## src/rtl/ref_lock_monitor.sv

```systemverilog
`timescale 1ns/1ps
module ref_lock_monitor #(
  parameter int WIN_LEN = 8192,
  parameter int CNT_W   = 16,
  parameter int PPM     = 2000
) (
  input  logic             clk,
  input  logic             rst_n,
  input  logic             ref_clk,
  input  logic [CNT_W-1:0] exp_count,
  input  logic             gate_sync_en,
  output logic             lol,
  output logic             sync_disable
);
  localparam int WC_W   = $clog2(WIN_LEN);
  localparam int PROD_W = CNT_W + 24;
  localparam logic [WC_W-1:0] WIN_LAST = WC_W'(WIN_LEN - 1);

  logic [2:0]        sync_q;
  logic [WC_W-1:0]   win_q;
  logic [CNT_W-1:0]  edge_q;
  logic [CNT_W-1:0]  meas;
  logic [PROD_W-1:0] prod;
  logic [CNT_W-1:0]  tol;
  logic [CNT_W:0]    lo_b, hi_b;
  logic              ref_edge, win_end, in_tol, good_run;

  assign ref_edge = sync_q[1] & ~sync_q[2];
  assign win_end  = (win_q == WIN_LAST);
  assign meas     = (ref_edge && edge_q != '1) ? edge_q + 1'b1 : edge_q;
  assign prod     = PROD_W'(exp_count) * PROD_W'(PPM);
  assign tol      = CNT_W'(prod / PROD_W'(1000000));
  assign lo_b     = {1'b0, exp_count} - {1'b0, tol};
  assign hi_b     = {1'b0, exp_count} + {1'b0, tol};
  assign in_tol   = (meas != '0) && ({1'b0, meas} >= lo_b) && ({1'b0, meas} <= hi_b);
  assign sync_disable = lol & gate_sync_en;

  always_ff @(posedge clk or negedge rst_n) begin
    if (!rst_n) sync_q <= '0;
    else        sync_q <= {sync_q[1:0], ref_clk};
  end

  always_ff @(posedge clk or negedge rst_n) begin
    if (!rst_n) begin
      win_q  <= '0;
      edge_q <= '0;
    end else if (win_end) begin
      win_q  <= '0;
      edge_q <= '0;
    end else begin
      win_q  <= win_q + 1'b1;
      edge_q <= meas;
    end
  end

  always_ff @(posedge clk or negedge rst_n) begin
    if (!rst_n) begin
      lol      <= 1'b1;
      good_run <= 1'b0;
    end else if (win_end) begin
      if (!in_tol) begin
        lol      <= 1'b1;
        good_run <= 1'b0;
      end else if (good_run) begin
        lol      <= 1'b0;
      end else begin
        good_run <= 1'b1;
      end
    end
  end
endmodule


```

## config.mk

```make
export PLATFORM = sky130hd
export DESIGN_NAME = ref_lock_monitor
export DESIGN_NICKNAME = d
export VERILOG_FILES = /design/src/rtl/ref_lock_monitor.sv
export SDC_FILE = /design/constraint.sdc
export NUM_CORES = 1
export LEC_CHECK = 0
export BUFFER_PORTS_ARGS = -buffer_cell sky130_fd_sc_hd__buf_4
export CORE_ASPECT_RATIO = 0.6
export CORE_MARGIN = 4
export CORE_UTILIZATION = 67
export DETAILED_ROUTE_END_ITERATION = 7
export PLACE_DENSITY = 0.88
export SYNTH_ARGS = -nofsm -noshare
export SYNTH_HDL_FRONTEND = slang
export SYNTH_SLANG_ARGS = --single-unit
```

## constraint.sdc

```tcl
create_clock -name clk -period 9.37 [get_ports clk]
set_input_delay 0.937 -clock clk [delete_from_list [all_inputs] [get_ports clk]]
set_output_delay 0.937 -clock clk [all_outputs]
set_load 0.005 [all_outputs]
```

==> flow_summary_export.csv, run 1 <==
group,metric,value,unit
run_status,tool.error,"[ERROR DPL-0038] Utilization greater than 100%, impossible to legalize",
cts,clock_sinks,34,
cts,cts_buffers,5,
yosys,synth_area,9920,um2
yosys,synth_area_leaders,"ha_1 (14%), fa_1 (11%), dfrtp_1 (8.3%)",
run_status,outcome,"stopped before the end",
placement,place.gp.congestion,1.05,
cts,cts_buffer_depth,2,
yosys,yosysSeqAreaShare,8.59,%
yosys,post-synth-top-area-cell,"ha_1",
cts,cts_resized,132,
yosys,netlist-cell-type-count,116,
floorplan,die_x,165,um
yosys,async_flop_share,100,%
yosys,synth_edf_count,0,
yosys,ys_seq_elements,34,
yosys,synth_nets,1424,
cts,hold_buffers,0,
placement,portBuffers,21,
cts,post-cts-setup-buffer-count,45,
floorplan,rows,34,
yosys,syn_avg_cell_area,8.02,um2
run_status,failing_step,"4_1_cts",
placement,dpl_worst_slack,-7420,ps
yosys,syn_inst,1237,
placement,placed_cells,1867,
placement,dpl_cell_area,13600,um2
yosys,yosys.area.top_type_share,14.0,%
cts,htreeDepth,2,
floorplan,initial_core_util,68.4,%
cts,clockRootBuffer,"clkbuf_16",
floorplan,ioPinCount,22,
yosys,synth-main-ff-cell,"dfrtp_1",
floorplan,die_y,102,um
yosys,ys_warn_count,0,
placement,hpwl,39.8,mm
## metrics by stage
stage	hold slack, ps	TNS (ps)	utilization (%)
global placement	366	-11650	93.9
floorplan	331	-10700	-
detailed placement	368	-14790	93.9
## cells by family after synthesis
family          count (synthesis)  share of synthesized area (%)
compound gates                336                           24.9
fa+ha+maj                     173                           25.9
simple gates                  427                           22.1
flops                          34                           8.59
buf+inv                       135                           6.12
mux                            20                           2.29
xor+xnor                      112                           10.1
## cells in the mapped netlist (16+ instances only)
| library cell | instances |
|---|---|
| xor2_1 | 33 |
| and3_1 | 16 |
| inv_1 | 109 |
| nor2_1 | 102 |
| a21o_1 | 20 |
| nand3_1 | 35 |
| nor3_1 | 32 |
| o21ai_0 | 48 |
| nand4_1 | 23 |
| a211oi_1 | 20 |
| nand2_1 | 103 |
| o211ai_1 | 17 |
| and2_1 | 28 |
| xnor2_1 | 76 |
| ha_1 | 111 |
| dfrtp_1 | 33 |
| a21oi_1 | 75 |
| fa_1 | 56 |
==> run 2, diff against run 1 <==
--- a/config.mk
+++ b/config.mk
@@ -6,11 +6,10 @@
 export NUM_CORES = 1
 export LEC_CHECK = 0
 export BUFFER_PORTS_ARGS = -buffer_cell sky130_fd_sc_hd__buf_4
-export CORE_ASPECT_RATIO = 0.6
 export CORE_MARGIN = 4
-export CORE_UTILIZATION = 67
+export CORE_UTILIZATION = 40
 export DETAILED_ROUTE_END_ITERATION = 7
-export PLACE_DENSITY = 0.88
+export PLACE_DENSITY_LB_ADDON = 0.15
 export SYNTH_ARGS = -nofsm -noshare
 export SYNTH_HDL_FRONTEND = slang
 export SYNTH_SLANG_ARGS = --single-unit
==> flow_summary_export.csv, run 2 <==
group,metric,value,unit
run_status,outcome,"finished, violations left",
run_status,violations,"setup timing",
placement,hpwl,25.8,mm
layout,largest_register_ffs,16,
sta,max_freq,66.7,MHz
detailed_routing,drc,0,
cts,clkSlewWorstSetupHoldPaths,50,ps
yosys,synth-main-ff-cell,"dfrtp_1",
flow_run,cap_violations,0,
yosys,yosysSeqAreaShare,8.59,%
setup_path,cp_max_fo,5,
global_routing,grt_max_degree,35,
setup_path,cp-end-kind,"flip-flop",
floorplan,die_y,166,um
layout,areaGrowthSynthToFinish,50.2,%
setup_path,critPathKind,"in2reg",
detailed_routing,first_pass_iters,5,
sta,fin_skew,2.94,ps
layout,mostFrequentLayoutCells,"buf_4 (484), nor2_1 (99), nand2_1 (99), ha_1 (99), inv_1 (97)",
setup_path,cp.required,9580,ps
global_routing,grt_pass1_wl,51.5,mm
sta,setup_violations,2,
floorplan,die_area,27400,um2
cts,hold_buffers,0,
yosys,synth_area,9920,um2
yosys,async_flop_share,100,%
yosys,yosysMostFrequentCell,"ha_1",
yosys,syn_inst,1237,
yosys,ys_warn_count,0,
yosys,yosys.area.top_type_share,14.0,%
setup_path,r2r_slack,4280,ps
sta,rsz0062_at_grt,"yes",
layout,diodes,0,
min_path,hold_depth,0,
placement,dpl_cell_area,13700,um2
sta,min_period,15000,ps
detailed_routing,drtIter0Drc,493,
sta,finalCritPeriodShare,160,%
sta,postLayoutSetupSlackWorst,-5630,ps
sta,hold_viol,0,
floorplan,ioPinCount,22,
yosys,synth_nets,1424,
detailed_routing,drtAntennaViolNets,0,
setup_path,r2r_cells,29,
global_routing,grt_use_total,22.5,%
setup_path,max_stage_delay,510,ps
cts,cts_buffer_depth,2,
yosys,syn_avg_cell_area,8.02,um2
layout,final_common_cell,"buf_4",
detailed_routing,wire_per_inst,14.8,um
cts,htreeDepth,2,
setup_path,path_delay_family,"compound AO/OA/AOI/OAI gates",
global_routing,grt-ovfl-total,0,
global_routing,antenna_found_initial,0,
global_routing,first_global_vias,10829,
sta,worstMarginPinSlew,748,ps
floorplan,die_x,166,um
floorplan,core,24400,um2
setup_path,crit_cells,67,
layout,top_register,"edge_q",
floorplan,initial_core_util,40.7,%
cts,clock_sinks,34,
detailed_routing,routed_wl,30.3,mm
sta,relSlewSlack,50.0,%
yosys,synth_area_leaders,"ha_1 (14%), fa_1 (11%), dfrtp_1 (8.3%)",
layout,finalNonFillerCells,2045,
setup_path,arrival,15220,ps
detailed_routing,vias_per_cell,5.20,
setup_path,critPathSlowestCell,"fa_1",
placement,placed_cells,1984,
sta,drv_slew,0,
cts,cts_buffers,5,
layout,final_cell_area,14900,um2
setup_path,crit_buf_inv,11,
min_path,hold_path_class,"reg2reg",
yosys,netlist-cell-type-count,116,
detailed_routing,num_vias,10630,
yosys,yosys-top-cells-count,"ha_1 (111), inv_1 (109), nand2_1 (103)",
setup_path,crit_path_start_kind,"input port",
yosys,ys_seq_elements,34,
cts,clockRootBuffer,"clkbuf_16",
layout,final_nets,1907,
setup_path,crit_top_cell,"a21o_1",
layout,drive_above_1_share,40.2,%
placement,portBuffers,21,
floorplan,rows,57,
yosys,post-synth-top-area-cell,"ha_1",
placement,place.gp.congestion,0.914,
yosys,synth_edf_count,0,
layout,largest_registers,"edge_q: 16 flops, win_q: 13 flops, sync_q: 3 flops",
cts,clkLatencyLatePin,270,ps
cts,cts_tree,"done",
[run 2: routing by layer]
| layer | wire (um) | track usage [%] |
|---|---|---|
| met3 | 488 | 1.12 |
| met2 | 14800 | 40.0 |
| met4 | 400 | 3.22 |
| met1 | 14700 | 31.0 |
| met5 | 0 | 0 |
[run 2: logic make-up (layout without fill, tap and decap cells)]
group / after synthesis / in the layout / share of synthesized area [%]
AND/OR/NAND/NOR: 427 / 427 / 22.1
XOR/XNOR: 112 / 112 / 10.1
multiplexers: 20 / 20 / 2.29
flip-flops: 34 / 34 / 8.59
AO/OA/AOI/OAI: 336 / 336 / 24.9
buffers and inverters: 135 / 619 / 6.12
adder cells (fa/ha/maj): 173 / 173 / 25.9
[run 2: final cells by class]
cell class | instances | area (um2)
timing repair buffer | 498 | 3800
clock buffer | 6 | 139
multi-input combinational | 1068 | 9240
tap | 324 | 405
fill | 2253 | 9490
clock inverter | 2 | 12.5
inverter | 113 | 454
sequential | 34 | 852
[run 2: what timing repair did]
action / in CTS / in global routing
pin swaps: 78 / 37
endpoints found under the setup margin: 2 / 2
resized for setup: 91 / 38
buffers inserted: 37 / 16
hold endpoints to repair: 0 / 0
[run 2: final timing paths]
| path | endpoint | start |
|---|---|---|
| setup reg to reg | good_run | edge_q[9] |
| min in group asynchronous | good_run | rst_n |
| hold / removal | sync_q[1] | sync_q[0] |
| hold reg to reg | sync_q[1] | sync_q[0] |
| setup / recovery | good_run | exp_count[1] |
| max in group asynchronous | lol | rst_n |
[run 2: metrics by stage]
stage               hold WS (ps)  TNS [ps]  worst slack, ps  utilization [%]
finish                       349    -11170            -5630             61.1
CTS                          351    -11130            -5600             59.9
floorplan                    331    -10700            -5380                -
detailed placement           338    -12800            -6430             56.1
global route                 363    -12490            -6300             61.1
global placement             336    -12340            -6180             56.1
Power of run 2 is left out: the tool's default activity adds up to more than one toggle a clock period on the data nets, which glitch-free logic cannot reach.
